[config.mk]
export PLATFORM = sky130hd
export DESIGN_NAME = serial_regfile
export DESIGN_NICKNAME = d
export VERILOG_FILES = /design/src/rtl/serial_regfile.sv
export SDC_FILE = /design/constraint.sdc
export NUM_CORES = 1
export LEC_CHECK = 0
export BUFFER_PORTS_ARGS = -buffer_cell sky130_fd_sc_hd__buf_4
export CORE_UTILIZATION = 40
export DETAILED_ROUTE_END_ITERATION = 8
export PLACE_DENSITY = 0.59
export SLEW_MARGIN = 30
export SYNTH_ARGS = -nofsm -noshare
export SYNTH_HDL_FRONTEND = slang
export SYNTH_SLANG_ARGS = --single-unit
[constraint.sdc]
create_clock -name clk -period 4.5 [get_ports clk]
set_clock_uncertainty 0.1 [all_clocks]
set_input_delay 0.675 -clock clk [delete_from_list [all_inputs] [get_ports clk]]
set_output_delay 0.675 -clock clk [all_outputs]
set_load 0.03 [all_outputs]
[src/rtl/serial_regfile.sv]
module serial_regfile #(
  parameter int DEPTH = 16,
  parameter int AW    = 6
) (
  input  logic          clk,
  input  logic          rst_n,
  input  logic          bus_wr,
  input  logic          bus_rd,
  input  logic [AW-1:0] bus_addr,
  input  logic [7:0]    bus_wdata,
  output logic [7:0]    bus_rdata,
  input  logic          rx_valid,
  input  logic [7:0]    rx_data,
  input  logic          rx_break,
  output logic          tx_valid,
  output logic [7:0]    tx_data,
  output logic          rx_irq,
  output logic          tx_irq
);
  localparam int PW = $clog2(DEPTH);
  localparam int CW = PW + 1;
  localparam logic [AW-1:0] OFS_MODE = AW'(8'h00);
  localparam logic [AW-1:0] OFS_CTRL = AW'(8'h08);
  localparam logic [AW-1:0] OFS_TXD  = AW'(8'h0c);
  localparam logic [AW-1:0] OFS_STAT = AW'(8'h10);
  localparam logic [AW-1:0] OFS_RXD  = AW'(8'h14);
  localparam logic [AW-1:0] OFS_FCR  = AW'(8'h18);
  localparam logic [AW-1:0] OFS_PORT = AW'(8'h20);

  logic [7:0]    mode_q, ctrl_q, port_q;
  logic [1:0]    trig_q;
  logic          tend_q, tde_q, brk_q, rdf_q, dr_q;
  logic          tend_d, tde_d, brk_d, rdf_d, dr_d;
  logic [7:0]    mem [DEPTH];
  logic [PW-1:0] head_q, tail_q;
  logic [CW-1:0] count_q, count_d, thr;

  wire wr_ctrl = bus_wr && bus_addr == OFS_CTRL;
  wire wr_txd  = bus_wr && bus_addr == OFS_TXD;
  wire wr_stat = bus_wr && bus_addr == OFS_STAT;
  wire wr_fcr  = bus_wr && bus_addr == OFS_FCR;
  wire rd_stat = bus_rd && bus_addr == OFS_STAT;
  wire rd_rxd  = bus_rd && bus_addr == OFS_RXD;

  wire fifo_clr = wr_fcr && bus_wdata[1];
  wire push     = rx_valid && ctrl_q[4] && count_q != CW'(DEPTH) && !fifo_clr;
  wire pop      = rd_rxd && count_q != '0 && !fifo_clr;

  wire [7:0] stat_val = {1'b0, tend_q, tde_q, brk_q, 2'b00, rdf_q, dr_q};

  assign tx_irq = ctrl_q[7];

  always_comb begin
    case (trig_q)
      2'd0:    thr = CW'(1);
      2'd1:    thr = CW'(4);
      2'd2:    thr = CW'(8);
      default: thr = CW'(14);
    endcase
  end

  always_comb begin
    if (fifo_clr) count_d = '0;
    else          count_d = count_q + CW'(push) - CW'(pop);
  end

  always_comb begin
    tend_d = tend_q;
    tde_d  = tde_q;
    brk_d  = brk_q;
    rdf_d  = rdf_q;
    dr_d   = dr_q;
    if (wr_stat) begin
      tend_d = tend_q & bus_wdata[6];
      tde_d  = tde_q  & bus_wdata[5];
      brk_d  = brk_q  & bus_wdata[4];
      rdf_d  = rdf_q  & bus_wdata[1];
      dr_d   = dr_q   & bus_wdata[0];
    end
    if (wr_ctrl && !bus_wdata[5]) tend_d = 1'b1;
    if (wr_txd) tde_d = 1'b0;
    if (rd_stat && ctrl_q[5]) begin
      tde_d  = 1'b1;
      tend_d = 1'b1;
    end
    if (pop && count_d < thr) rdf_d = 1'b0;
    if (push) begin
      dr_d = 1'b1;
      if (count_d >= thr) rdf_d = 1'b1;
    end
    if (rx_break) brk_d = 1'b1;
  end

  always_ff @(posedge clk or negedge rst_n) begin
    if (!rst_n) begin
      mode_q <= '0;
      ctrl_q <= 8'h20;
      port_q <= '0;
      trig_q <= '0;
      tend_q <= 1'b1;
      tde_q  <= 1'b1;
      brk_q  <= 1'b0;
      rdf_q  <= 1'b0;
      dr_q   <= 1'b0;
    end else begin
      tend_q <= tend_d;
      tde_q  <= tde_d;
      brk_q  <= brk_d;
      rdf_q  <= rdf_d;
      dr_q   <= dr_d;
      if (bus_wr) begin
        case (bus_addr)
          OFS_MODE: mode_q <= bus_wdata & 8'h7b;
          OFS_CTRL: ctrl_q <= bus_wdata & 8'hfa;
          OFS_PORT: port_q <= bus_wdata & 8'hf3;
          OFS_FCR:  trig_q <= bus_wdata[7:6];
          default: ;
        endcase
      end
    end
  end

  always_ff @(posedge clk or negedge rst_n) begin
    if (!rst_n) begin
      head_q  <= '0;
      tail_q  <= '0;
      count_q <= '0;
    end else begin
      count_q <= count_d;
      if (fifo_clr) begin
        head_q <= '0;
        tail_q <= '0;
      end else begin
        if (push) head_q <= (head_q == PW'(DEPTH - 1)) ? '0 : head_q + 1'b1;
        if (pop)  tail_q <= (tail_q == PW'(DEPTH - 1)) ? '0 : tail_q + 1'b1;
      end
    end
  end

  always_ff @(posedge clk) begin
    if (push) mem[head_q] <= rx_data;
  end

  always_ff @(posedge clk or negedge rst_n) begin
    if (!rst_n) rx_irq <= 1'b0;
    else if (push && count_d >= thr && ctrl_q[6]) rx_irq <= 1'b1;
    else if ((wr_stat && !(bus_wdata[1] && bus_wdata[0])) ||
             (wr_ctrl && !bus_wdata[6])) rx_irq <= 1'b0;
  end

  always_ff @(posedge clk or negedge rst_n) begin
    if (!rst_n) begin
      tx_valid <= 1'b0;
      tx_data  <= '0;
    end else begin
      tx_valid <= wr_txd;
      if (wr_txd) tx_data <= bus_wdata;
    end
  end

  always_ff @(posedge clk or negedge rst_n) begin
    if (!rst_n) bus_rdata <= '0;
    else if (bus_rd) begin
      case (bus_addr)
        OFS_MODE: bus_rdata <= mode_q;
        OFS_CTRL: bus_rdata <= ctrl_q;
        OFS_STAT: bus_rdata <= stat_val;
        OFS_RXD:  bus_rdata <= (count_q != '0) ? mem[tail_q] : 8'h00;
        OFS_FCR:  bus_rdata <= {trig_q, 6'b0};
        OFS_PORT: bus_rdata <= port_q;
        default:  bus_rdata <= 8'h00;
      endcase
    end
  end
endmodule

==> impl_metrics.py <==
metrics = {
    "routing": {
        "dr_total_vias": 4435,
        "wl_mm": 16.6,
        "drc": 0,
        "routed_via_density": 5.47,
        "ant_nets": 0,
        "drtIter0Drc": 288,
        "first_pass_iters": 5,
        "wl_per_cell_um": 20.5,
    },
    "global_routing": {
        "grtUsageTotal_pct": 18.0,
        "grt_pass1_wl_mm": 26.4,
        "grt_max_degree": 57,
        "grt_overflow_total": 0,
        "grt_pass1_vias": 4611,
        "antenna_found_initial": 0,
    },
    "clock_network": {
        "postCtsSetupBuffers": 0,
        "cts_tree": "yes",
        "tritoncts.num_buffers": 17,
        "cts.sinks": 184,
        "clock_latency_ns": 0.43,
        "h-tree-depth": 4,
        "cts-hold-fix-buffers": 0,
        "cts.clk_slew.worst_paths_ns": 0.07,
        "ctsResizeCount": 0,
        "clock_path_buffers": 2,
        "root_buffer": "clkbuf_16",
    },
    "finish": {
        "n_fill_cell": 1650,
        "drive_gt1_share_pct": 29.0,
        "final_util_pct": 47.8,
        "nets": 582,
        "areaGrowthSynthToFinish_pct": 16.0,
        "n_antenna_cell": 0,
        "fin_area_um2": 9070,
    },
    "synthesis": {
        "synth.avg_cell_area_um2": 16.3,
        "synth_cell_types": 54,
        "syn_area_um2": 7820,
        "yosysTopAreaCellShare_pct": 49.2,
        "yosys.area.top_type": "edfxtp_1",
        "synth_enable_flop_cells": 128,
        "ys.flop_type": "edfxtp_1",
        "synthCells": 479,
        "synthArstFlopShare_pct": 30.4,
        "ys_ff_latch": 184,
        "seq_area_frac_synth_pct": 67.1,
        "syn-num-nets": 523,
        "synth_most_common_cell": "edfxtp_1",
        "synth_common_cells": "edfxtp_1, dfrtp_1, mux4_2",
        "synth.area.top_cells": "edfxtp_1, dfrtp_1, mux4_2, mux2_2, ha_1",
        "ys.warnings.count": 0,
    },
    "setup_path": {
        "reg2reg_to": "rx_irq",
        "rr_worst_depth": 16,
        "slowest_stage": "or4b_4",
        "crit_family": "simple AND/OR/NAND/NOR gates",
        "cp-start-kind": "input pin",
        "cp_num_cells": 16,
        "rr_startpoint": "count_q[2]",
        "crit_fanout": 5,
        "arrival_ns": 3.94,
        "rrSetupSlack_ns": 0.98,
        "path_class": "input pin to flop",
        "critPathLaunch": "bus_addr[1]",
        "crit_path_end": "rx_irq",
        "end_kind": "flop",
        "path_buf_inv": 2,
        "path_cells": "buf_4 -> or4b_4 -> nor2_2 -> nand3_1 -> nand2_1 -> ha_1 -> inv_1 -> ha_1 -> fa_1 -> and2_1 -> ha_1 -> nor2b_1 -> o211ai_1 -> nand3_1 -> o2111ai_1 -> nand2_1",
        "crit_required_ns": 4.71,
        "crit_path_frequent_cell": "ha_1",
        "cpPeakStageDelay_ns": 0.59,
    },
    "floorplan": {
        "fp.dieH_um": 142,
        "io_pins": 47,
        "die_w_um": 142,
        "dieArea_um2": 20100,
        "start_util_pct": 41.3,
        "num_rows": 50,
        "core_um2": 19000,
    },
    "run": {
        "drv_cap": 0,
    },
    "power": {
        "p_int_w": 0.00302,
        "swShare_pct": 28.8,
        "p_comb_share_pct": 17.8,
        "peakVddDrop_mv": 0.246,
        "powerDensity_nw_per_um2": 468,
        "pwr-share-seq_pct": 47.9,
        "p_sw_w": 0.00122,
        "p_total_w": 0.00424,
        "p_leak_nw": 3.32,
        "p_clk_share_pct": 34.3,
    },
    "place": {
        "gp_congestion": 0.828,
        "dpl_cell_area_um2": 8490,
        "io_buffers": 46,
        "hpwl_mm": 11.0,
    },
    "timing": {
        "whs_ns": 0.192,
        "period_minus_slack_ns": 3.74,
        "rsz0062_at_grt": "false",
        "drv_slew": 0,
        "hold_viol": 0,
        "max_slew_margin_pct": 40.9,
        "fin_tns_setup_ns": 0,
        "min_period_over_period_pct": 83.0,
        "worst_pin_slew_ns": 0.886,
        "finalSetupViolCount": 0,
        "fmax_ghz": 0.268,
    },
    "run_status": {
        "status": "complete, no violations",
    },
    "hold_path": {
        "hp-class": "input pin to async pin",
    },
}
-- worst min-delay path by stage --
stage,to,cells after the start
global route,tx_data[6],1
floorplan,brk_q,0
CTS,tx_data[6],1
global placement,tde_q,2
finish,count_q[4],1
detailed placement,tde_q,2
-- per-layer routing --
metal | vias to the layer above | GRT usage (%) | routed length, um
met5 | - | 0 | 0
met4 | 0 | 5.04 | 184
met3 | 13 | 4.22 | 737
met2 | 127 | 29.6 | 8290
met1 | 2300 | 24.0 | 7390
li1 | 1995 | - | -
-- flip-flops by register name (all words and copies together) (netlist names) --
signal	cells
mem	128
bus_rdata	8
tx_data	8
ctrl_q	6
mode_q	6
port_q	6
count_q	5
head_q	4
tail_q	4
trig_q	2
brk_q	1
dr_q	1
rdf_q	1
rx_irq	1
tde_q	1
tend_q	1
tx_valid	1
-- stage by stage --
stage	std cells	setup slack (ns)
after CTS	811	0.781
after global routing	811	0.519
after global placement	779	0.449
after floorplan	479	0.528
final	811	0.764
after detailed placement	779	0.348
-- kinds of logic (layout without fill, tap and decap cells) --
kind of cell             after synthesis  count (layout)  share of synthesized area, %
adder cells (fa/ha/maj)               16              16                          2.66
buffers and inverters                 33             105                          2.03
flip-flops                           184             184                          67.1
AND/OR/NAND/NOR                      111             111                          7.63
multiplexers                          66              66                          14.3
AO/OA/AOI/OAI                         64              64                          5.68
XOR/XNOR                               5               5                         0.560
-- power by group through the flow --
stage               combinational, W  sequential (W)  clock (W)
finish                      0.000757         0.00203    0.00145
global route                0.000856         0.00205    0.00155
CTS                         0.000766         0.00203    0.00148
detailed placement          0.000763         0.00207          0
global placement            0.000742         0.00207          0
floorplan                   0.000558         0.00204          0
-- layout make-up --
type,instances,area (um2),area share (%)
flip-flops and latches,184,5250,57.9
multi-input cells,262,2410,26.6
repair buffers,61,458,5.05
clock buffers,18,429,4.73
well taps,260,325,3.59
clock inverters,14,148,1.63
inverters,12,45.0,0.497
-- layout by cell type, fill, tap and decap left out, types with 2 or more instances in the layout --
cell,Yosys,final
mux4_2,32,32
edfxtp_1,128,128
clkbuf_16,0,17
nor3_4,2,2
ha_1,15,15
and2_1,2,2
dfstp_2,3,3
o211ai_1,4,4
mux2i_1,5,5
a22o_1,4,4
nor2_1,22,22
mux2_1,6,6
a21o_1,2,2
nand2b_1,3,3
a221oi_1,2,2
xor2_1,2,2
nor4_1,3,3
mux2_2,17,17
a22oi_1,16,16
a221o_1,5,5
clkinv_8,0,2
nor2b_1,5,5
a21oi_1,15,15
xnor2_1,3,3
inv_6,0,3
buf_4,3,61
nor3_1,5,5
inv_1,12,12
nand2_1,30,30
nand4_1,3,3
mux2_4,6,6
dfrtp_1,53,52
a31oi_1,4,4
inv_8,0,6
o21ai_0,3,3
nor2_4,2,2
nand3_1,23,23
o21ai_1,4,4
Power figures use the tool's default switching activity.
